### src/rtl/hrif_pkg.sv
package hrif_pkg;

   // Smallest ratio that keeps the word rate legal for a clock code.
   // Codes above top_code alias to top_code.
   function automatic int unsigned ratio_floor(input int unsigned rate_div,
                                               input int unsigned code,
                                               input int unsigned top_code);
      int unsigned e;
      e = (code > top_code) ? top_code : code;
      return (rate_div + (32'd1 << e) - 32'd1) >> e;
   endfunction

   // Clamp a raw 16-bit request into [floor, ceiling].
   function automatic logic [15:0] ratio_clamp(input logic [15:0] raw,
                                               input int unsigned floor_v,
                                               input int unsigned ceil_v);
      logic [15:0] v;
      v = raw;
      if (32'(raw) > ceil_v) v = 16'(ceil_v);
      if (32'(v) < floor_v)  v = 16'(floor_v);
      return v;
   endfunction

endpackage

### src/rtl/hrif_clk_div.sv
module hrif_clk_div #(
   parameter int unsigned REF_DIV  = 125,
   parameter int unsigned TOP_CODE = 6,
   parameter int unsigned CODE_W   = 3
) (
   input  logic              clk,
   input  logic              rst_n,
   input  logic              restart,
   input  logic [CODE_W-1:0] code_eff,
   output logic              mod_en
);
   localparam int unsigned OCT_W = (TOP_CODE > 0) ? TOP_CODE : 1;

   logic             ref_tick;
   logic [OCT_W-1:0] oct_q;
   logic [OCT_W-1:0] mask;

   initial begin
      assert (REF_DIV >= 1) else $fatal(1, "REF_DIV must be at least 1");
      assert (TOP_CODE < (1 << CODE_W)) else $fatal(1, "TOP_CODE exceeds code range");
   end

   generate
      if (REF_DIV == 1) begin : g_nodiv
         assign ref_tick = 1'b1;
      end else begin : g_div
         localparam int unsigned PW = $clog2(REF_DIV);
         logic [PW-1:0] pcnt_q;
         always_ff @(posedge clk or negedge rst_n) begin
            if (!rst_n)                             pcnt_q <= '0;
            else if (restart)                       pcnt_q <= '0;
            else if (pcnt_q == PW'(REF_DIV - 1))    pcnt_q <= '0;
            else                                    pcnt_q <= pcnt_q + 1'b1;
         end
         assign ref_tick = (pcnt_q == PW'(REF_DIV - 1));
      end
   endgenerate

   always_ff @(posedge clk or negedge rst_n) begin
      if (!rst_n)        oct_q <= '0;
      else if (restart)  oct_q <= '0;
      else if (ref_tick) oct_q <= oct_q + 1'b1;
   end

   always_comb begin
      for (int i = 0; i < int'(OCT_W); i++) mask[i] = (i < int'(code_eff));
   end

   assign mod_en = ref_tick && ((oct_q & mask) == '0);

   generate
      if (REF_DIV > 1) begin : g_chk

         en_gap_chk: assert property (@(posedge clk) disable iff (!rst_n)
            mod_en |=> !mod_en);

         en_restart_chk: assert property (@(posedge clk) disable iff (!rst_n)
            restart |=> !mod_en);
      end
   endgenerate

endmodule

### src/rtl/hrif_ratio_reg.sv
module hrif_ratio_reg
   import hrif_pkg::*;
#(
   parameter int unsigned RATIO_W   = 14,
   parameter int unsigned MAX_RATIO = 8192,
   parameter int unsigned RATE_DIV  = 1000,
   parameter int unsigned TOP_CODE  = 6,
   parameter int unsigned CODE_W    = 3
) (
   input  logic               clk,
   input  logic               rst_n,
   input  logic               wr_lo,
   input  logic               wr_hi,
   input  logic               wr_cfg,
   input  logic [7:0]         wdata,
   input  logic [CODE_W-1:0]  code_cur,
   output logic [RATIO_W-1:0] ratio,
   output logic               clamped
);
   logic [7:0]         lo_q;
   logic [RATIO_W-1:0] ratio_q;
   logic               flag_q;
   logic [15:0]        raw;
   logic [15:0]        fixed;
   logic [CODE_W-1:0]  sel_code;
   int unsigned        floor_v;

   initial begin
      assert (RATIO_W > 8 && RATIO_W <= 16) else $fatal(1, "RATIO_W out of range");
      assert (MAX_RATIO < (1 << RATIO_W)) else $fatal(1, "MAX_RATIO does not fit");
      assert (ratio_floor(RATE_DIV, 0, TOP_CODE) <= MAX_RATIO)
         else $fatal(1, "floor above ceiling");
   end

   always_comb begin
      sel_code = wr_cfg ? wdata[CODE_W-1:0] : code_cur;
      raw      = wr_cfg ? 16'(ratio_q) : {wdata, lo_q};
      floor_v  = ratio_floor(RATE_DIV, 32'(sel_code), TOP_CODE);
      fixed    = ratio_clamp(raw, floor_v, MAX_RATIO);
   end

   always_ff @(posedge clk or negedge rst_n) begin
      if (!rst_n) begin
         lo_q    <= '0;
         ratio_q <= RATIO_W'(MAX_RATIO);
         flag_q  <= 1'b0;
      end else begin
         if (wr_lo) lo_q <= wdata;
         if (wr_hi || wr_cfg) begin
            ratio_q <= RATIO_W'(fixed);
            flag_q  <= (fixed != raw);
         end
      end
   end

   assign ratio   = ratio_q;
   assign clamped = flag_q;


   ratio_ceil_chk: assert property (@(posedge clk) disable iff (!rst_n)
      32'(ratio_q) <= MAX_RATIO);

   ratio_floor_chk: assert property (@(posedge clk) disable iff (!rst_n)
      32'(ratio_q) >= ratio_floor(RATE_DIV, 32'(code_cur), TOP_CODE));

   ratio_hold_chk: assert property (@(posedge clk) disable iff (!rst_n)
      !(wr_hi || wr_cfg) |=> $stable(ratio_q));

endmodule

### src/rtl/hrif_readout.sv
module hrif_readout #(
   parameter int unsigned RESULT_W = 40,
   parameter int unsigned ADDR_W   = 3
) (
   input  logic                clk,
   input  logic                rst_n,
   input  logic                rd,
   input  logic [ADDR_W-1:0]   addr,
   input  logic [RESULT_W-1:0] result,
   input  logic [7:0]          cfg_byte,
   input  logic [7:0]          rlo_byte,
   input  logic [7:0]          rhi_byte,
   output logic [7:0]          rdata
);
   localparam int unsigned NB = RESULT_W / 8;

   logic [RESULT_W-1:0] shadow_q;
   logic [7:0]          sh_b [NB];
   logic [7:0]          rd_next;
   logic [7:0]          rdata_q;
   logic                snap;

   genvar gi;
   generate
      for (gi = 0; gi < int'(NB); gi++) begin : g_bytes
         assign sh_b[gi] = shadow_q[8*gi +: 8];
      end
   endgenerate

   assign snap = rd && (addr == '0);

   always_comb begin
      rd_next = 8'h00;
      if (addr == '0)                    rd_next = result[7:0];
      else if (int'(addr) < int'(NB))    rd_next = sh_b[addr];
      else if (int'(addr) == int'(NB))   rd_next = cfg_byte;
      else if (int'(addr) == int'(NB)+1) rd_next = rlo_byte;
      else if (int'(addr) == int'(NB)+2) rd_next = rhi_byte;
   end

   always_ff @(posedge clk or negedge rst_n) begin
      if (!rst_n) begin
         rdata_q  <= '0;
         shadow_q <= '0;
      end else begin
         if (rd)   rdata_q  <= rd_next;
         if (snap) shadow_q <= result;
      end
   end

   assign rdata = rdata_q;


   shadow_hold_chk: assert property (@(posedge clk) disable iff (!rst_n)
      !snap |=> $stable(shadow_q));

   rdata_hold_chk: assert property (@(posedge clk) disable iff (!rst_n)
      !rd |=> $stable(rdata_q));

endmodule

### src/rtl/cvt_host_regs.sv
module cvt_host_regs #(
   parameter int unsigned RESULT_W    = 40,
   parameter int unsigned ADDR_W      = 3,
   parameter int unsigned REF_DIV     = 125,
   parameter int unsigned REF_HZ      = 1_000_000,
   parameter int unsigned MAX_RATE_HZ = 1000,
   parameter int unsigned MAX_RATIO   = 8192,
   parameter int unsigned RATIO_W     = 14,
   parameter int unsigned TOP_CODE    = 6,
   parameter int unsigned CODE_W      = 3
) (
   input  logic                clk,
   input  logic                rst_n,
   input  logic [ADDR_W-1:0]   host_addr,
   input  logic [7:0]          host_wdata,
   input  logic                host_wr,
   input  logic                host_rd,
   output logic [7:0]          host_rdata,
   input  logic [RESULT_W-1:0] filt_result,
   output logic [RATIO_W-1:0]  dec_ratio,
   output logic                mod_clk_en
);
   localparam int unsigned NB       = RESULT_W / 8;
   localparam int unsigned A_CFG    = NB;
   localparam int unsigned A_RLO    = NB + 1;
   localparam int unsigned A_RHI    = NB + 2;
   localparam int unsigned RATE_DIV = REF_HZ / MAX_RATE_HZ;

   logic              wr_cfg, wr_lo, wr_hi;
   logic [CODE_W-1:0] code_q;
   logic [CODE_W-1:0] code_eff;
   logic              clamped;
   logic [7:0]        cfg_byte;
   logic [7:0]        rhi_byte;

   initial begin
      assert (RESULT_W >= 8 && RESULT_W % 8 == 0) else $fatal(1, "RESULT_W must be whole bytes");
      assert ((1 << ADDR_W) >= NB + 3) else $fatal(1, "ADDR_W too narrow");
      assert (CODE_W >= 1 && CODE_W <= 7) else $fatal(1, "CODE_W out of range");
      assert (RATIO_W == $clog2(MAX_RATIO + 1)) else $fatal(1, "RATIO_W mismatch");
      assert (RATE_DIV >= 1) else $fatal(1, "rate limit above reference");
   end

   assign wr_cfg = host_wr && (host_addr == ADDR_W'(A_CFG));
   assign wr_lo  = host_wr && (host_addr == ADDR_W'(A_RLO));
   assign wr_hi  = host_wr && (host_addr == ADDR_W'(A_RHI));

   always_ff @(posedge clk or negedge rst_n) begin
      if (!rst_n)      code_q <= '0;
      else if (wr_cfg) code_q <= host_wdata[CODE_W-1:0];
   end

   assign code_eff = (32'(code_q) > TOP_CODE) ? CODE_W'(TOP_CODE) : code_q;

   always_comb begin
      cfg_byte = '0;
      cfg_byte[CODE_W-1:0] = code_q;
      cfg_byte[7] = clamped;
      rhi_byte = 8'(dec_ratio >> 8);
   end

   hrif_ratio_reg #(
      .RATIO_W(RATIO_W), .MAX_RATIO(MAX_RATIO), .RATE_DIV(RATE_DIV),
      .TOP_CODE(TOP_CODE), .CODE_W(CODE_W)
   ) u_ratio (
      .clk(clk), .rst_n(rst_n), .wr_lo(wr_lo), .wr_hi(wr_hi), .wr_cfg(wr_cfg),
      .wdata(host_wdata), .code_cur(code_q), .ratio(dec_ratio), .clamped(clamped)
   );

   hrif_clk_div #(
      .REF_DIV(REF_DIV), .TOP_CODE(TOP_CODE), .CODE_W(CODE_W)
   ) u_div (
      .clk(clk), .rst_n(rst_n), .restart(wr_cfg), .code_eff(code_eff), .mod_en(mod_clk_en)
   );

   hrif_readout #(
      .RESULT_W(RESULT_W), .ADDR_W(ADDR_W)
   ) u_rd (
      .clk(clk), .rst_n(rst_n), .rd(host_rd), .addr(host_addr), .result(filt_result),
      .cfg_byte(cfg_byte), .rlo_byte(dec_ratio[7:0]), .rhi_byte(rhi_byte), .rdata(host_rdata)
   );


   code_hold_chk: assert property (@(posedge clk) disable iff (!rst_n)
      !wr_cfg |=> $stable(code_q));

endmodule

### config.mk
export PLATFORM = sky130hd
export DESIGN_NAME = cvt_host_regs
export DESIGN_NICKNAME = d
export VERILOG_FILES = /design/src/rtl/hrif_pkg.sv /design/src/rtl/hrif_clk_div.sv /design/src/rtl/hrif_ratio_reg.sv /design/src/rtl/hrif_readout.sv /design/src/rtl/cvt_host_regs.sv
export SDC_FILE = /design/constraint.sdc
export NUM_CORES = 1
export LEC_CHECK = 0
export ABC_AREA = 0
export CAP_MARGIN = 20
export CORE_MARGIN = 2
export CORE_UTILIZATION = 60
export DETAILED_ROUTE_END_ITERATION = 7
export DONT_BUFFER_PORTS = 1
export GPL_TIMING_DRIVEN = 0
export PLACE_DENSITY = 0.76
export SLEW_MARGIN = 20
export SYNTH_ARGS = -nofsm -noshare
export SYNTH_HDL_FRONTEND = slang
export SYNTH_SLANG_ARGS = --single-unit
### constraint.sdc
create_clock -name clk -period 3.72 [get_ports clk]
set_clock_uncertainty 0.05 [all_clocks]
set_input_delay 0.186 -clock clk [delete_from_list [all_inputs] [get_ports clk]]
set_output_delay 0.186 -clock clk [all_outputs]
set_load 0.01 [all_outputs]
== After elaboration in Yosys (flattened, before gate mapping) ==
Index checks and enable logic that the tools add are counted.

* Reductions and logical operators: 9
* Magnitude comparators: 12
* Equality and inequality tests: 8
* Muxes and demuxes: 18
* Bitwise logic cells: 2
* Shifts and indexed selects: 2
* $add $sub $neg: 4

{| class="wikitable"
|+ Operator list
! cell !! number
|-
| 16-bit 2-to-1 mux || 3
|-
| 8-bit 2-to-1 mux || 6
|-
| 10-bit by 32-bit adder with 32-bit output, first input constant || 1
|-
| 16-bit by 32-bit less-than comparator with 1-bit output || 1
|-
| 1-bit by 32-bit left shift with 32-bit output, first input constant || 1
|-
| 32-bit by 32-bit >> shifter with 32-bit output || 1
|-
| 32-bit by 1-bit subtractor with 32-bit output, second input constant || 1
|-
| 8-bit binary-select mux with 3-bit select || 1
|-
| 6-bit 2-to-1 mux || 3
|-
| 16-bit by 14-bit greater-than comparator with 1-bit output, second input constant || 1
|-
| 16-bit inequality test || 1
|-
| 7-bit 2-to-1 mux || 2
|-
| 3-bit == test, second input constant || 4
|-
| 3-bit 2-to-1 mux || 3
|-
| 7-bit by 1-bit adder with 7-bit output, second input constant || 1
|-
| 7-bit == test, second input constant || 1
|-
| 6-bit by 1-bit adder with 6-bit output, second input constant || 1
|-
| 6-bit bitwise AND || 1
|-
| 3-bit greater-than comparator, second input constant || 2
|-
| 6-bit zero test || 1
|-
| 1-bit by 3-bit less-than comparator with 1-bit output, first input constant || 2
|-
| 2-bit by 3-bit less-than comparator with 1-bit output, first input constant || 2
|-
| 3-bit less-than comparator, first input constant || 2
|-
| 1-bit logical AND || 5
|-
| other kinds (8) || 8
|}

* Input port bits: 55
* Register bits after elaboration: 87

== Longest topological paths before layout ==
Gate-level depths: netlist (run 1).

* Depth in word-level cells: 12
* Depth in mapped cells: 17

== By module ==
Synthesis (run 1) repeated with hierarchy kept, for this count alone.

* Cells, all modules: 492
* Area total of the unflattened synthesis: 5039.8 µm²

{| class="wikitable"
|+ By module, submodules not included
! module !! cells each !! area each (µm²) !! instances !! sequential area each (µm²)
|-
| hrif_readout || 160 || 2094.5 || 1 || 1001.0
|-
| hrif_ratio_reg || 237 || 2040.7 || 1 || 576.8
|-
| hrif_clk_div || 79 || 721.9 || 1 || 325.3
|-
| cvt_host_regs || 16 || 182.7 || 1 || 75.1
|}

== Least setup slack after synthesis (run 1) ==
Ideal clock, no wire load.

* Path type: input-to-reg
* Start point: input host_addr[0]
* End point: register u_ratio.flag_q, in the netlist u_ratio.clamped
* Data required time: 3.533 ns
* Path buffers: 4
* Cell stages on the path: 17
* Setup slack: 0.487 ns
* Setup time: 0.137 ns
* Arrival: 3.047 ns
* Cells stage by stage: buf_4 and4b_1 buf_2 or4_1 o21ai_2 nor2_1 buf_2 a21oi_1 ha_1 o21ai_0 o22a_1 a21oi_1 a211o_1 buf_2 o21ai_0 a41oi_1 a2bb2oi_1

* Cells in the longest elaborated chain, start to end: 12
* Elaborated cells on any way between the ends: 18
* Classes of those cells: add/sub: 2; order compare: 3; eq/ne: 3; shift: 2; mux: 5; reduce/logical: 3

{| class="wikitable"
|+ Ends and longest elaborated chain
! item !! RTL line !! text
|-
| start: declaration || cvt_host_regs.sv:14 || <nowiki>input logic [ADDR_W-1:0] host_addr,</nowiki>
|-
| 3-bit == test || cvt_host_regs.sv:44 || <nowiki>assign wr_cfg = host_wr && (host_addr == ADDR_W'(A_CFG));</nowiki>
|-
| 1-bit logical AND || cvt_host_regs.sv:44 ||
|-
| 3-bit 2-to-1 mux || hrif_ratio_reg.sv:36 || <nowiki>sel_code = wr_cfg ? wdata[CODE_W-1:0] : code_cur;</nowiki>
|-
| 3-bit greater-than comparator || hrif_pkg.sv:9 || <nowiki>e = (code > top_code) ? top_code : code;</nowiki>
|-
| 3-bit 2-to-1 mux || hrif_pkg.sv:9 ||
|-
| 1-bit by 32-bit left shift with 32-bit output || hrif_pkg.sv:10 || <nowiki>return (rate_div + (32'd1 << e) - 32'd1) >> e;</nowiki>
|-
| 10-bit by 32-bit adder with 32-bit output || hrif_pkg.sv:10 ||
|-
| 32-bit by 1-bit subtractor with 32-bit output || hrif_pkg.sv:10 ||
|-
| 32-bit by 32-bit >> shifter with 32-bit output || hrif_pkg.sv:10 ||
|-
| 16-bit by 32-bit less-than comparator with 1-bit output || hrif_pkg.sv:20 || <nowiki>if (32'(v) < floor_v) v = 16'(floor_v);</nowiki>
|-
| 16-bit 2-to-1 mux || hrif_pkg.sv:20 ||
|-
| 16-bit inequality test || hrif_ratio_reg.sv:51 || <nowiki>flag_q <= (fixed != raw);</nowiki>
|-
| end signal: assignment || hrif_ratio_reg.sv:51 ||
|-
| end: declaration || hrif_ratio_reg.sv:22 || <nowiki>logic flag_q;</nowiki>
|}

Parallel ways exist; a longest one is shown, timed or not.
A chain may end at the register's enable or synchronous reset.

== Worst setup path in the final report (run 1) ==
* Start point: register u_ratio.lo_q[6]
* End point: register u_ratio.flag_q, in the netlist u_ratio.clamped

* Cells in the longest elaborated chain, start to end: 6

{| class="wikitable"
|+ Ends and longest elaborated chain
! item !! RTL line !! text
|-
| start: declaration || hrif_ratio_reg.sv:20 || <nowiki>logic [7:0] lo_q;</nowiki>
|-
| start signal: assignment || hrif_ratio_reg.sv:48 || <nowiki>if (wr_lo) lo_q <= wdata;</nowiki>
|-
| 16-bit 2-to-1 mux (*) || hrif_ratio_reg.sv:37 || <nowiki>raw = wr_cfg ? 16'(ratio_q) : {wdata, lo_q};</nowiki>
|-
| 16-bit by 14-bit greater-than comparator with 1-bit output || hrif_pkg.sv:19 || <nowiki>if (32'(raw) > ceil_v) v = 16'(ceil_v);</nowiki>
|-
| 16-bit 2-to-1 mux || hrif_pkg.sv:19 ||
|-
| 16-bit by 32-bit less-than comparator with 1-bit output || hrif_pkg.sv:20 ||
|-
| 16-bit 2-to-1 mux || hrif_pkg.sv:20 ||
|-
| 16-bit inequality test (*) || hrif_ratio_reg.sv:51 ||
|}

Mark *: on every way between the ends. The rest lies on a longest branch, timed or not.

==> summary.md, run 1 <==
| Metric | Value |
|---|---|
| Outcome | `finished, final reports clean` |
| Post-layout min period | `3.58 ns` |
| Met2 wire length | `7040 um` |
| CTS tree | `yes` |
| Maximum vdd drop | `0.000227 V` |
| DR vias | `4626` |
| Avg WL per Cell | `roughly 21 um` |
| Cells along the critical path | `nor4b_1 -> nand4_1 -> a21oi_2 -> nor2_2 -> buf_4 -> a21oi_1 -> ha_1 -> nand4_1 -> o22a_1 -> a21oi_4 -> a211o_1 -> clkbuf_4 -> o21ai_1 -> a41oi_2 -> a2bb2oi_1` |
| Area growth syn-to-layout | `19.8%` |
| Pwr dens | `451 mW/mm2` |
| GRT Overall Usage | `a little over a third` |
| Total Nets Final | `694` |
| Die Footprint | `0.00868 mm2` |
| H-tree Lvls | `3` |
| Min-Delay Path Class | `input port to flip-flop` |
| Sequential area share after synthesis | `41.5%` |
| Met1 wire length | `6330 um` |
| Die Ht | `93.2 um` |
| Crit-path max cell delay | `approximately 0.47 ns` |
| Vias per inst | `6.30` |
| Post-CTS setup buffers | `0` |
| Routed WL | `15100 um` |
| # diodes | `0` |
| Leakage | `~2.6 nW` |
| Hold Slack | `~0.014 ns` |
| Vias in the first global route | `4540` |
| Fin cells | `734` |
| Drt first pass iters | `5` |
| Post-synth cell types | `59` |
| Asr flop ratio synth | `100%` |
| CP arrival | `3.75 ns` |
| GRT overflow | `0` |
| Worst hold stages | `3` |
| Initial antenna violation count | `0` |
| Post-synth EDFFs | `0` |
| Top cell type by total area after synthesis | `dfrtp_1` |
| Slew margin rel. | `41.8%` |
| Largest net degree at the start of global routing | `80` |
| RSZ-0062 raised after global routing | `false` |
| CTS sink cnt | `79` |
| HPWL Detailed | `10300 um` |
| Chip Width | `93.2 um` |
| Worst setup path category | `flip-flop to flip-flop` |
| CTS Buf Count | `9` |
| Yosys reg bits | `79` |
| Startpoint Class | `flip-flop` |
| Top_reg_cell synth | `dfrtp_1` |
| R2r worst-path depth | `15` |
| First-pass GRT wire length | `23800 um` |
| Final Hold Viols | `0` |
| Ports | `78` |
| DRC | `0` |
| Detailed Route Iter0 Violations | `around 420` |
| Max clock buf depth | `2` |
| Max frequency | `280 MHz` |
| Placed cells | `668` |
| Initial Utilization | `61.7%` |
| Design area | `roughly 0.0057 mm2` |
| Mapped Cells | `between 500 and 600` |
| Commonest non-fill, non-tap cell in the layout | `nand2_1` |
| Fin. max-slew vios | `0` |
| Worst path most repeated cell | `nand4_1` |
| Row cnt | `32` |
| # port buffers | `0` |
| Reg clk slew, reported paths | `0.09 ns` |
| Synthesis warning total | `0` |
| Slowest stage cell on the critical path | `dfrtp_1` |
| Share of the synthesized area in the top cell type | `40.9%` |
| Setup slack, reg-to-reg | `0.14 ns` |
| Worst setup EP type | `flip-flop` |
| Worst-path fanout max | `10` |
| Ratio of cells with drive above 1 in the final layout | `a little over a tenth` |
| Post-Syn Area | `0.00477 mm2` |
| Final period util | `96.2%` |
| CTS root buffer | `clkbuf_8` |
| Antenna viol nets, final | `0` |
| Pwr Total | `2.58 mW` |
| Synth top area cells | `dfrtp_1 41%, nand2_1 12%, o21ai_0 4.1%` |
| Most frequent cells in the layout | `158 x nand2_1, 76 x dfrtp_1, 49 x dlygate4sd3_1, 41 x nor2_1, 35 x o21ai_0` |
| Worst-margin pin slew | `0.861 ns` |
| Skew-Pair Late Insertion Delay | `0.36 ns` |
| Max cap viols | `0` |
| # setup viols final | `0` |
| Synth Net Count | `633` |
| Placement Cell Area | `0.00490 mm2` |
| Core area | `between 0.007 and 0.008 mm2` |
| Met3 wire length | `between 1000 and 1500 um` |
| Top Metal Used | `met4` |
| GP Congestion | `0.958` |
| TNS Setup | `0 ns` |
| Required @ worst endpoint | `3.89 ns` |
| Syn Area/Cell | `8.43 um2` |
-- report_power, final --
group	total (mW)	internal [mW]	switching (mW)	leakage (nW)
Sequential	1.20	1.01	0.184	0.994
Combinational	0.685	0.296	0.389	1.50
Clock	0.693	0.339	0.354	0.105
-- worst paths after layout --
kind	from	endpoint
max in group asynchronous	rst_n	u_ratio.ratio[13]$_DFFE_PN1P_
worst max register to register	u_ratio.lo_q[6]$_DFFE_PN0P_	u_ratio.clamped$_DFFE_PN0P_
worst min register to register	u_rd.shadow_q[31]$_DFFE_PN0P_	u_rd.shadow_q[31]$_DFFE_PN0P_
worst min-delay path	host_rd	u_rd.rdata[5]$_DFFE_PN0P_
worst max-delay path	u_ratio.lo_q[6]$_DFFE_PN0P_	u_ratio.clamped$_DFFE_PN0P_
min in group asynchronous	rst_n	u_ratio.ratio[8]$_DFFE_PN0P_
-- Yosys cell counts (3+ instances only) --
master / instances
a21oi_1: 31
dfrtp_1: 78
nand4_1: 5
mux2_2: 10
ha_1: 12
and2_1: 3
nor2b_1: 4
mux4_2: 6
o21ai_0: 39
xor2_1: 9
o211ai_1: 6
clkbuf_1: 27
nor4b_1: 4
a211oi_1: 8
buf_2: 7
nor2_1: 42
nand2_1: 158
a31oi_1: 6
and3_1: 6
inv_1: 11
a221oi_1: 4
nor3_1: 7
nand3_1: 11
mux2i_1: 17
xnor2_1: 5
nor4_1: 7
nand2b_1: 4
-- repair_timing --
action                                 4_1_cts  5_1_grt
pin swaps                                    0        1
hold buffers                                50        0
setup endpoints to repair                    1       12
resized for setup                            4       24
endpoints found under the hold margin      126        0
-- cell type report --
type,count,area (um2)
flip-flops and latches,79,1980
clock buffers,10,138
fillers,576,2010
inverters,11,41.3
plain buffers,37,168
multi-input cells,439,2670
clock inverters,6,75.1
well taps,102,128
repair buffers,50,518
-- layer usage --
metal	global-route usage, %	up-vias
met3	7.33	34
met2	57.5	240
li1	-	2091
met4	11.9	0
met5	0	-
met1	48.6	2261
-- sequential cells by signal, summed over array words and instances (netlist names) --
signal	cells
u_rd.rdata	8
u_ratio.lo_q	8
code_q	3
u_rd.shadow_q	32
u_ratio.clamped	1
u_div.g_div.pcnt_q	7
u_div.oct_q	6
u_ratio.ratio	14
-- critical path: cells and delay by family (launching register included) --
family	cells	cell delay, ns
AO/OA/AOI/OAI	8	1.43
adder cells (fa/ha/maj)	1	0.26
buffers and inverters	2	0.40
flip-flops	1	0.47
AND/OR/NAND/NOR	4	0.81
-- metrics by stage --
step / setup WS [ns] / util [%]
floorplan: 0.487 / -
global placement: -0.357 / 63.4
detailed placement: -0.317 / 63.4
CTS: 0.0111 / 73.1
global route: 0.00331 / 74.0
finish: 0.143 / 74.0
-- logic make-up after synthesis --
| family | after synthesis | synth area share (%) |
|---|---|---|
| adder cells (fa/ha/maj) | 12 | 3.15 |
| flip-flops | 79 | 41.5 |
| buffers and inverters | 48 | 4.20 |
| multiplexers | 33 | 8.76 |
| AND/OR/NAND/NOR | 264 | 24.6 |
| XOR/XNOR | 14 | 2.57 |
| AO/OA/AOI/OAI | 116 | 15.3 |
No activity file was read; power rests on OpenSTA's default activity.
==> run 2: changes to the inputs <==
CORE_UTILIZATION = 58   (was 60)
CTS_CLUSTER_DIAMETER = 60   (was not set)
clock period = 3 ns   (was 3.72 ns; I/O delays follow)
==> run 2 against run 1 <==
The run now ends with negative setup slack left. Fmax rose by 7.5%. Die area is 3.3% higher. Setup slack worse by 0.47 ns. Combinational power up 33%. Utilization is 0.25 points higher. Clock-buffer cell count unchanged. Sequential power grew 24%. Cell count increased by 2.7%. Sequential share of layout area is 1.7 points lower. Critical path type unchanged. Critical endpoint unchanged. Highest routed layer unchanged.
==> summary.md, run 2 (same netlist as run 1, synthesis figures left out) <==
| Metric | Value |
|---|---|
| Initial Utilization | `58.9% (was 61.7%)` |
| Chip Width | `94.7 um (was 93.2 um)` |
| Skew-Pair Late Insertion Delay | `0.35 ns (was 0.36 ns)` |
| Leakage | `2.70 nW (was 2.60 nW)` |
| Vias in the first global route | `4507 (was 4540)` |
| Part of the power in registers | `46.4% (was 46.5%)` |
| Total Nets Final | `712 (was 694)` |
| Stages on worst setup path | `14 (was 15)` |
| Initial antenna violation count | `0 (unchanged)` |
| Crit-path max cell delay | `0.50 ns (was 0.47 ns)` |
| Max clock buf depth | `2 (unchanged)` |
| R2r worst-path depth | `14 (was 15)` |
| Design area | `0.00601 mm2 (was 0.00572 mm2)` |
| TNS Setup | `-3.23 ns (was 0 ns)` |
| Most frequent cells in the layout | `158 x nand2_1, 77 x dfrtp_1, 52 x dlygate4sd3_1, 38 x nor2_1, 27 x o21ai_0 (was 158 x nand2_1, 76 x dfrtp_1, 49 x dlygate4sd3_1, 41 x nor2_1, 35 x o21ai_0)` |
| Post-layout min period | `3.33 ns (was 3.58 ns)` |
| Slew margin rel. | `47.4% (was 41.8%)` |
| CP Buf/Inv Count | `1 (was 2)` |
| DRC | `0 (unchanged)` |
| Die Ht | `94.7 um (was 93.2 um)` |
| RSZ-0062 raised after global routing | `true (was false)` |
| Fin. max-slew vios | `0 (unchanged)` |
| Commonest non-fill, non-tap cell in the layout | `nand2_1 (unchanged)` |
| Largest Register | `u_rd.shadow_q (unchanged)` |
| # diodes | `0 (unchanged)` |
| Min-Delay Path Class | `input port to flip-flop (unchanged)` |
| Cells along the critical path | `nor4_2 -> nand4_1 -> a21oi_2 -> nor2_4 -> nor2_1 -> ha_1 -> nand4_1 -> o22a_1 -> a21oi_2 -> a211o_1 -> buf_6 -> o21ai_4 -> a41oi_2 -> a2bb2oi_1 (was nor4b_1 -> nand4_1 -> a21oi_2 -> nor2_2 -> buf_4 -> a21oi_1 -> ha_1 -> nand4_1 -> o22a_1 -> a21oi_4 -> a211o_1 -> clkbuf_4 -> o21ai_1 -> a41oi_2 -> a2bb2oi_1)` |
| Required @ worst endpoint | `3.16 ns (was 3.89 ns)` |
| Sw Pwr | `1.13 mW (was 0.927 mW)` |
| # setup viols final | `13 (was 0)` |
| Pwr dens | `533 mW/mm2 (was 451 mW/mm2)` |
| Maximum vdd drop | `0.000369 V (was 0.000227 V)` |
| Combinational Power Share | `28.5% (was 26.6%)` |
| Worst setup path category | `flip-flop to flip-flop (unchanged)` |
| # port buffers | `0 (unchanged)` |
| GRT Overall Usage | `35.6% (was 35.7%)` |
| Slowest stage cell on the critical path | `dfrtp_2 (was dfrtp_1)` |
| HPWL Detailed | `10300 um (about the same)` |
| CTS root buffer | `clkbuf_8 (unchanged)` |
| Ratio of cells with drive above 1 in the final layout | `15.6% (was 10.8%)` |
| Worst-margin pin slew | `0.779 ns (was 0.861 ns)` |
| Reg clk slew, reported paths | `0.08 ns (was 0.09 ns)` |
| Max cap viols | `0 (unchanged)` |
| Largest net degree at the start of global routing | `80 (unchanged)` |
| Final Hold Viols | `0 (unchanged)` |
| Final period util | `111% (was 96.2%)` |
| Max frequency | `300 MHz (was 280 MHz)` |
| CTS Buf Count | `9 (unchanged)` |
| Routed WL | `15300 um (was 15100 um)` |
| Outcome | `finished, violations left (was finished, final reports clean)` |
| Startpoint Class | `flip-flop (unchanged)` |
| CP arrival | `3.49 ns (was 3.75 ns)` |
| Vias per inst | `6.27 (was 6.30)` |
| Drt first pass iters | `5 (unchanged)` |
| GP Congestion | `0.954 (was 0.958)` |
| Placement Cell Area | `0.00497 mm2 (was 0.00490 mm2)` |
| Row cnt | `33 (was 32)` |
| DR vias | `4726 (was 4626)` |
| Detailed Route Iter0 Violations | `452 (was 424)` |
| Antenna viol nets, final | `0 (unchanged)` |
| H-tree Lvls | `3 (unchanged)` |
| GRT overflow | `0 (unchanged)` |
| CTS sink cnt | `79 (unchanged)` |
| Area growth syn-to-layout | `25.9% (was 19.8%)` |
| Pint | `2.07 mW (was 1.65 mW)` |
| Setup WS post-layout | `-0.328 ns (was 0.143 ns)` |
| Avg WL per Cell | `20.3 um (was 20.6 um)` |
| Worst setup EP type | `flip-flop (unchanged)` |
| Die Footprint | `0.00896 mm2 (was 0.00868 mm2)` |
| Core area | `0.00809 mm2 (was 0.00773 mm2)` |
| Worst-path fanout max | `7 (was 10)` |
| Net Sw Frac | `35.4% (was 36.0%)` |
| Top delay family on crit path | `compound AO/OA/AOI/OAI gates (unchanged)` |
| Largest register FFs | `32 (unchanged)` |
| First-pass GRT wire length | `23800 um (about the same)` |
| Worst hold stages | `4 (was 3)` |
| Failing checks | `negative setup slack` |
| Ports | `78 (unchanged)` |
| CTS tree | `yes (unchanged)` |
| Clk pwr share | `25.0% (was 26.9%)` |
## run 2: cell count changes in the layout (fill, tap and decap cells not counted), moves of 4 or more
| cell | change |
|---|---|
| buf_4 | +11 |
| o21ai_0 | -8 |
| buf_6 | +6 |
| a21oi_2 | +5 |
| o21ai_1 | +5 |
| a21oi_1 | -4 |
## run 2: power by group through the flow
stage               combinational (mW)  clock, mW  sequential, mW
floorplan                        0.568          0            1.41
global placement                 0.701          0            1.48
detailed placement               0.723          0            1.48
CTS                              0.873      0.805            1.47
global route                      1.00      0.856            1.51
finish                           0.913      0.801            1.49
## run 2: path summary, 6_finish.rpt
| path | from | to | slack (ns) |
|---|---|---|---|
| worst max-delay path | u_ratio.ratio[2]$_DFFE_PN0P_ | u_ratio.clamped$_DFFE_PN0P_ | -0.33 |
| worst min-delay path | host_wdata[1] | u_ratio.ratio[8]$_DFFE_PN0P_ | 0.18 |
| worst max register to register | u_ratio.ratio[2]$_DFFE_PN0P_ | u_ratio.clamped$_DFFE_PN0P_ | -0.33 |
| worst min register to register | u_rd.shadow_q[28]$_DFFE_PN0P_ | u_rd.shadow_q[28]$_DFFE_PN0P_ | 0.43 |
| max in group asynchronous | rst_n | u_ratio.ratio[13]$_DFFE_PN1P_ | 2.23 |
| min in group asynchronous | rst_n | u_div.oct_q[2]$_DFFE_PN0P_ | 0.31 |
## run 2: layer usage
| metal | part of all wire (%) | vias up | global-route usage, % |
|---|---|---|---|
| li1 | - | 2128 | - |
| met2 | 47 | 261 | 56.6 |
| met4 | 4.5 | 0 | 15.5 |
| met3 | 8.6 | 69 | 7.58 |
| met5 | 0 | - | 0 |
| met1 | 40 | 2268 | 47.1 |
## run 2: worst min-delay path, delay by kind of cell
| kind | cells | cell delay, ns |
|---|---|---|
| compound gates | 3 | 0.30 |
| simple gates | 1 | 0.10 |
## run 2: repair_timing
| item | CTS | global route |
|---|---|---|
| setup endpoints to repair | 13 | 13 |
| pin swaps | 16 | 5 |
| hold buffers | 53 | 0 |
| buffers inserted | 14 | 1 |
| gates resized for setup | 35 | 7 |
| hold endpoints to repair | 126 | 0 |
## run 2: area by class of cell
cell class | count | area (um2)
clock buffers | 10 | 138
inverters | 11 | 41.3
plain buffers | 37 | 180
multi-input cells | 439 | 2810
fillers | 594 | 2090
clock inverters | 5 | 56.3
flip-flops and latches | 79 | 1980
well taps | 105 | 131
repair buffers | 68 | 672
## run 2: per-stage QoR
| stage | util (%) | total power [mW] | worst slack, ns | hold WS, ns | instances |
|---|---|---|---|---|---|
| after floorplan | - | 1.98 | 0.000713 | -0.196 | 566 |
| after global placement | 61.4 | 2.18 | -0.637 | -0.194 | 671 |
| after detailed placement | 61.4 | 2.21 | -0.656 | -0.193 | 671 |
| after CTS | 73.6 | 3.15 | -0.283 | 0.126 | 753 |
| after global routing | 74.2 | 3.37 | -0.488 | 0.203 | 754 |
| final | 74.2 | 3.20 | -0.328 | 0.176 | 754 |
